File: src/rtl/alu_pkg.sv
package alu_pkg;
  typedef enum logic [1:0] {
    OP_AND  = 2'b00,
    OP_OR   = 2'b01,
    OP_SUM  = 2'b10,
    OP_LESS = 2'b11
  } alu_op_e;
endpackage

File: src/rtl/alu_slice.sv
module alu_slice
  import alu_pkg::*;
(
  input  logic    a_i,
  input  logic    b_i,
  input  logic    cin_i,
  input  logic    less_i,
  input  logic    binv_i,
  input  alu_op_e op_i,
  output logic    res_o,
  output logic    sum_o,
  output logic    cout_o
);
  logic b_eff;

  assign b_eff  = b_i ^ binv_i;
  assign sum_o  = a_i ^ b_eff ^ cin_i;
  assign cout_o = (a_i & b_eff) | (a_i & cin_i) | (b_eff & cin_i);

  always_comb begin
    unique case (op_i)
      OP_AND:  res_o = a_i & b_eff;
      OP_OR:   res_o = a_i | b_eff;
      OP_SUM:  res_o = sum_o;
      OP_LESS: res_o = less_i;
      default: res_o = 1'b0;
    endcase
  end
endmodule

File: src/rtl/alu_chain.sv
module alu_chain
  import alu_pkg::*;
#(
  parameter int W = 32
) (
  input  logic [W-1:0] a_i,
  input  logic [W-1:0] b_i,
  input  alu_op_e      op_i,
  input  logic         sub_i,
  output logic [W-1:0] res_o,
  output logic         cin_msb_o,
  output logic         cout_o
);
  localparam int MSB = W - 1;

  logic [W:0]   carry;
  logic [W-1:0] sum;
  logic         set_bit;

  assign carry[0]  = sub_i;
  assign set_bit   = sum[MSB];
  assign cin_msb_o = carry[MSB];
  assign cout_o    = carry[W];

  for (genvar i = 0; i < W; i++) begin : g_bit
    logic less_in;
    if (i == 0) begin : g_lsb
      assign less_in = set_bit;
    end else begin : g_rest
      assign less_in = 1'b0;
    end
    alu_slice u_slice (
      .a_i    (a_i[i]),
      .b_i    (b_i[i]),
      .cin_i  (carry[i]),
      .less_i (less_in),
      .binv_i (sub_i),
      .op_i   (op_i),
      .res_o  (res_o[i]),
      .sum_o  (sum[i]),
      .cout_o (carry[i+1])
    );
  end
endmodule

File: src/rtl/alu_out_reg.sv
module alu_out_reg #(
  parameter int W = 32
) (
  input  logic         clk,
  input  logic         rst,
  input  logic [W-1:0] res_d,
  input  logic         zero_d,
  input  logic         ovf_d,
  input  logic         cout_d,
  output logic [W-1:0] res_q,
  output logic         zero_q,
  output logic         ovf_q,
  output logic         cout_q
);
  always_ff @(posedge clk) begin
    if (rst) begin
      res_q  <= '0;
      zero_q <= 1'b0;
      ovf_q  <= 1'b0;
      cout_q <= 1'b0;
    end else begin
      res_q  <= res_d;
      zero_q <= zero_d;
      ovf_q  <= ovf_d;
      cout_q <= cout_d;
    end
  end
endmodule

File: src/rtl/ripple_alu.sv
module ripple_alu
  import alu_pkg::*;
#(
  parameter int W = 32
) (
  input  logic         clk,
  input  logic         rst,
  input  logic [W-1:0] opa,
  input  logic [W-1:0] opb,
  input  logic [1:0]   op_sel,
  input  logic         sub_en,
  output logic [W-1:0] res,
  output logic         zero_f,
  output logic         ovf_f,
  output logic         cout_f
);
  logic [W-1:0] res_c;
  logic         cin_msb;
  logic         cout_c;
  logic         zero_c;
  logic         ovf_c;

  alu_chain #(.W(W)) u_chain (
    .a_i       (opa),
    .b_i       (opb),
    .op_i      (alu_op_e'(op_sel)),
    .sub_i     (sub_en),
    .res_o     (res_c),
    .cin_msb_o (cin_msb),
    .cout_o    (cout_c)
  );

  assign zero_c = ~|res_c;
  assign ovf_c  = cin_msb ^ cout_c;

  alu_out_reg #(.W(W)) u_oreg (
    .clk    (clk),
    .rst    (rst),
    .res_d  (res_c),
    .zero_d (zero_c),
    .ovf_d  (ovf_c),
    .cout_d (cout_c),
    .res_q  (res),
    .zero_q (zero_f),
    .ovf_q  (ovf_f),
    .cout_q (cout_f)
  );
endmodule

File: config.mk
export PLATFORM = sky130hd
export DESIGN_NAME = ripple_alu
export DESIGN_NICKNAME = d
export VERILOG_FILES = /design/src/rtl/alu_pkg.sv /design/src/rtl/alu_slice.sv /design/src/rtl/alu_chain.sv /design/src/rtl/alu_out_reg.sv /design/src/rtl/ripple_alu.sv
export SDC_FILE = /design/constraint.sdc
export NUM_CORES = 1
export LEC_CHECK = 0
export BUFFER_PORTS_ARGS = -buffer_cell sky130_fd_sc_hd__buf_2
export CAP_MARGIN = 20
export CELL_PAD_IN_SITES_DETAIL_PLACEMENT = 0
export CELL_PAD_IN_SITES_GLOBAL_PLACEMENT = 1
export CORE_ASPECT_RATIO = 0.6
export CORE_MARGIN = 2
export CORE_UTILIZATION = 44
export DETAILED_ROUTE_END_ITERATION = 8
export GPL_TIMING_DRIVEN = 1
export PLACE_DENSITY_LB_ADDON = 0.15
export REMOVE_ABC_BUFFERS = 1
export SLEW_MARGIN = 0
export SYNTH_ARGS = -nofsm -noshare
export SYNTH_HDL_FRONTEND = slang
export SYNTH_SLANG_ARGS = --single-unit
File: constraint.sdc
create_clock -name clk -period 51.1 [get_ports clk]
set_clock_uncertainty 0.1 [all_clocks]
set_input_delay 12.775 -clock clk [delete_from_list [all_inputs] [get_ports clk]]
set_output_delay 12.775 -clock clk [all_outputs]
set_load 0.005 [all_outputs]
; Word level (Yosys, flattened, before mapping)
; Cells that the tools add are included.
[totals]
out_inout_bits = 35
ff_bits = 35
in_bits = 69
elab_cells = 331
[op_classes]
reduce_logical = 3
bitwise = 289
eq_ne = 3
n_mux = 32
[ops]
columns = operator, count
row1 = $pmux W1 S4, 32
row2 = $xor A1 B1 Y1, 97
row3 = $and A1 B1 Y1, 96
row4 = $or A1 B1 Y1, 96
row5 = $reduce_or A32 Y1, 1
row6 = $eq A2 B2 Y1 const B, 2
row7 = $eq A2 B1 Y1 const B, 1
row8 = $logic_not A2 Y1, 1
row9 = $logic_not A1 Y1, 1

; Longest topological paths before layout
[depth]
word_depth = 98
ltp_mapped = 39

; Hierarchy
; Synthesis repeated with hierarchy kept, for this count alone.
[hier_totals]
cells_unflattened = 438
hier_area_um2 = 4214.0
[by_module_without_submodules]
columns = mod, cells_per_inst, n_inst, seq_area_each_um2, area_each_um2
row1 = alu_slice, 11, 32, 0.0, 98.8
row2 = alu_out_reg, 73, 1, 700.7, 965.9
row3 = ripple_alu, 12, 1, 0.0, 81.3
row4 = alu_chain, 1, 1, 0.0, 3.8

; Worst setup path after synthesis
; Ideal clock, no wire load.
[synth_path]
path_type = input-to-reg
from = input port sub_en
to = register u_oreg.zero_q
stages = 39
arrival_time_ns = 25.889
setup_slack_ns = 25.023
required_time_ns = 50.912
cell_sequence = clkbuf_1 > buf_2 > mux2i_1 > fa_1 > inv_1 > fa_1 > fa_1 > fa_1 > fa_1 > fa_1 > fa_1 > fa_1 > fa_1 > fa_1 > fa_1 > fa_1 > fa_1 > fa_1 > [... 3 more ...] > fa_1 > fa_1 > fa_1 > fa_1 > fa_1 > fa_1 > fa_1 > fa_1 > fa_1 > fa_1 > fa_1 > fa_1 > fa_1 > fa_1 > mux2i_1 > o22a_1 > or3b_1 > nor4_2
[synth_via]
elab_chain_cells = 98
[synth_rtl]
columns = element, line
row1 = "start, declared", ripple_alu.sv:11  ; input logic sub_en,
row2 = $xor A1 B1 Y1, alu_slice.sv:16  ; assign b_eff = b_i ^ binv_i;
row3 = $and A1 B1 Y1, "alu_slice.sv:18, alu_slice.sv:22"
row4 = $or A1 B1 Y1 (2 in series), alu_slice.sv:18  ; assign cout_o = (a_i & b_eff) | (a_i & cin_i) | (b_eff & cin_i);
row5 = $and A1 B1 Y1, alu_slice.sv:18
row6 = $or A1 B1 Y1 (2 in series), alu_slice.sv:18
row7 = $and A1 B1 Y1, alu_slice.sv:18
row8 = $or A1 B1 Y1 (2 in series), alu_slice.sv:18
row9 = $and A1 B1 Y1, alu_slice.sv:18
row10 = [... 77 more ...], n/a
row11 = $and A1 B1 Y1, alu_slice.sv:18
row12 = $or A1 B1 Y1 (2 in series), alu_slice.sv:18
row13 = $and A1 B1 Y1, alu_slice.sv:18
row14 = $or A1 B1 Y1 (2 in series), alu_slice.sv:18
row15 = $xor A1 B1 Y1, alu_slice.sv:17  ; assign sum_o = a_i ^ b_eff ^ cin_i;
row16 = $pmux W1 S4, alu_slice.sv:21  ; unique case (op_i)
row17 = $reduce_or A32 Y1 *, ripple_alu.sv:33  ; assign zero_c = ~|res_c;
row18 = $logic_not A1 Y1 *, ripple_alu.sv:33
row19 = "end signal, assigned", alu_out_reg.sv:23  ; zero_q <= zero_d;
row20 = "end, declared", alu_out_reg.sv:11  ; output logic zero_q,
; Every way passes the cells marked *; elsewhere a longest branch is shown, timed or not.
; A chain may end at the register's enable or synchronous reset.

; Worst setup path in the final report
; Ends and elaborated chain as after synthesis.

==> metrics.md <==
| Metric | Value |
|---|---|
| Remaining global-route overflow | `0` |
| Placed wire-length estimate after detailed placement | `6.07 mm` |
| Standard cell with the maximum stage delay on the critical path | `fa_1` |
| Number of input and output port buffers inserted | `103` |
| Simple logic cell fraction of the synthesized area | `0.0748` |
| Crit Path Max Fanout | `34` |
| Minimum clock period after layout | `26.71 ns` |
| Critical hold path startpoint | `opa[31]` |
| Initial antenna violation count | `0` |
| Pins over their slew limit | `0` |
| Highest clock frequency the design can meet | `37.4 MHz` |
| Cts repair resizes | `0` |
| First-iteration detailed-routing DRC count | `124` |
| Worst VDD drop | `0.0100 mV` |
| Most common library cell in the layout ignoring fill and taps | `buf_2` |
| GRT Util Overall | `0.185` |
| Power per unit of standard cell area | `22.5 nW/um^2` |
| Cell Area, Synth | `3650 um^2` |
| Number of buffers added by the clock tree synthesis step | `5` |
| Number of H-tree branching levels | `2` |
| Run status | `complete, no violations` |
| Synthesized-area fraction occupied by xor and xnor cells | `0.0816` |
| Worst Max-Slew Pin Slew | `0.729 ns` |
| Post-route setup TNS | `0 ns` |
| Number of nets with antenna violations after routing | `0` |
| MaxCap Viol Count | `0` |
| Highest routed layer | `met4` |
| CTS tree | `yes` |
| Static power due to leakage | `2.38 nW` |
| Router iterations before antenna repair | `4` |
| Final Util | `0.545` |
| Post-synthesis mux area share | `0.0851` |
| Y dimension of the die | `74.5 um` |
| CP endpoint kind | `register` |
| Count of buffers added by post-CTS timing repair for setup | `0` |
| Tcrit/Tclk final | `0.523` |
| Full die area | `~9100 um^2` |
| Post-Syn Area per Cell | `9.97 um^2` |
| Global-route wire length before repair | `~13 mm` |
| Detailed Route WL | `7.95 mm` |
| Final setup violation count | `0` |
| Unique cell type count in the Yosys netlist | `30` |
| Total power | `0.0974 mW` |
| Fin nets | `624` |
| Largest incremental delay on the critical path | `0.47 ns` |
| Placement row count | `25` |
| Crit Path Category | `input pin to register` |
| RD Place Congestion | `0.749` |
| Final routed wire length divided by cell count | `about 14 um` |
| Instance area at placement | `4200 um^2` |
| I/O pins | `roughly 100` |
| Overall via count from detail_route | `2635` |
| Met2 layer wire length in the routed design | `3.49 mm` |
| RSZ-0062 raised after global routing | `false` |
| Warnings from Yosys | `0` |
| Origin of the worst setup path | `sub_en` |
| Number of fill cells in the layout | `730` |
| Clock Sink Count | `35` |
| CTS clk-pin slew, worst paths | `roughly 0.060 ns` |
| Initial core utilization | `0.459` |
| Residual DRC count | `0` |
| Die Width | `about 120 um` |
| Commonest non-fill, non-tap cells in the layout | `buf_2 (103), inv_1 (65), ha_1 (64)` |
| Post-DR vias/cell | `4.65` |
| Arrival time worst endpoint | `26.81 ns` |
| Number of failing hold endpoints at the final stage | `0` |
| Dpl cells | `561` |
| Worst max-slew margin expressed relative to the limit | `0.514` |
| Main combinational cell family by area after synthesis | `adder cells` |
| Floorplan Core Area | `between 7000 and 8000 um^2` |
| CTS root buf | `clkbuf_16` |
| Adder and majority gate portion of the synthesized area | `0.390` |
| Proportion of layout cells with a drive suffix above 1 | `0.246` |
| Number of global-route vias before repair | `2581` |
| Wl on met1 | `around 4 mm` |
| Cell count after synthesis | `approximately 370` |
| Data required time at the worst endpoint | `51.20 ns` |
| CP most frequent cell | `fa_1` |
| Nature of the critical path startpoint | `input pin` |
| Count of placed standard cells in the final layout, fillers left out | `between 500 and 600` |
| Complex-gate fraction of the synthesized area | `0.0765` |
| Number of antenna diodes | `0` |
| Sequential cell area fraction in the yosys report | `0.192` |
| Design Area, Final | `4330 um^2` |
| CTS Buffer Depth | `2` |
| Cts-stage hold buffer count | `0` |
| Type of the tightest min-delay check | `input pin to register` |
| Largest net degree at the start of global routing | `39` |
| Synthesis-to-layout area growth | `18.7%` |
| Met3 WL post-DR | `approximately 440 um` |
| Total of flip-flops plus latches after synthesis | `35` |
[report_power, final]
group / switching (mW) / total [mW] / internal (mW) / leakage, nW
clock: 0.0113 / 0.0288 / 0.0175 / 0.0628
sequential: 0.000590 / 0.0306 / 0.0300 / 0.289
combinational: 0.0206 / 0.0380 / 0.0175 / 2.02
total: 0.0325 / 0.0974 / 0.0650 / 2.38
[synth_stat cells, drive strengths merged]
cell	instances	share of area
inv	65	0.067
ha	64	0.22
dfxtp	35	0.19
xor2	32	0.077
fa	31	0.17
mux2i	31	0.085
nor2	25	0.026
o22a	21	0.050
buf	14	0.028
nor2b	12	0.021
o22ai	9	0.015
clkbuf	5	0.0051
nand2	3	0.0031
nand4	3	0.0051
nor4	3	0.0086
and4	2	0.0048
o21ai	2	0.0027
xnor2	2	0.0048
a211o	1	0.0024
a211oi	1	0.0021
a21oi	1	0.0014
nand2b	1	0.0017
o31ai	1	0.0021
or3b	1	0.0024
or4b	1	0.0027
[worst max-delay path, delay by kind of cell]
kind / cells / cell delay [ns]
mux: 1 / 0.15
buf+inv: 4 / 0.72
fa+ha+maj: 31 / 12.20
xor+xnor: 1 / 0.17
compound gates: 1 / 0.17
simple gates: 2 / 0.59
[through the flow]
step / hold slack, ns / setup WS, ns
after global routing: 12.94 / 23.87
after detailed placement: 13.05 / 24.16
after global placement: 13.05 / 24.36
final: 12.92 / 24.39
after CTS: 12.92 / 24.34
after floorplan: 12.75 / 25.35
[cell type report]
| cell class | count | area, um^2 | area share |
|---|---|---|---|
| Multi-Input combinational cell | 247 | 2580 | 0.596 |
| Sequential cell | 35 | 701 | 0.162 |
| Timing Repair Buffer | 106 | 538 | 0.124 |
| Inverter | 65 | 244 | 0.0564 |
| Tap cell | 108 | 135 | 0.0312 |
| Clock buffer | 6 | 129 | 0.0298 |
[final timing paths]
| check | slack, ns | end | cells past startpoint |
|---|---|---|---|
| setup / recovery | 24.39 | u_oreg.zero_q$_SDFF_PP0_ | 40 |
| hold / removal | 12.92 | u_oreg.cout_q$_SDFF_PP0_ | 3 |
[flip-flops by register name, summed over array words and instances, names as in the netlist]
register and flops:
u_oreg.zero_q 1, u_oreg.ovf_q 1, u_oreg.res_q 32, u_oreg.cout_q 1
[metal layers]
metal | vias to the layer above | GRT usage
met2 | 67 | 0.298
met3 | 7 | 0.0399
met1 | 1227 | 0.255
li1 | 1334 | -
met4 | 0 | 0.0536
met5 | - | 0
[kinds of logic after synthesis]
logic type | Yosys count
adder cells (fa/ha/maj) | 95
buffers and inverters | 84
AND/OR/NAND/NOR | 51
AO/OA/AOI/OAI | 36
flip-flops | 35
XOR/XNOR | 34
multiplexers | 31
Power figures use the tool's default switching activity.
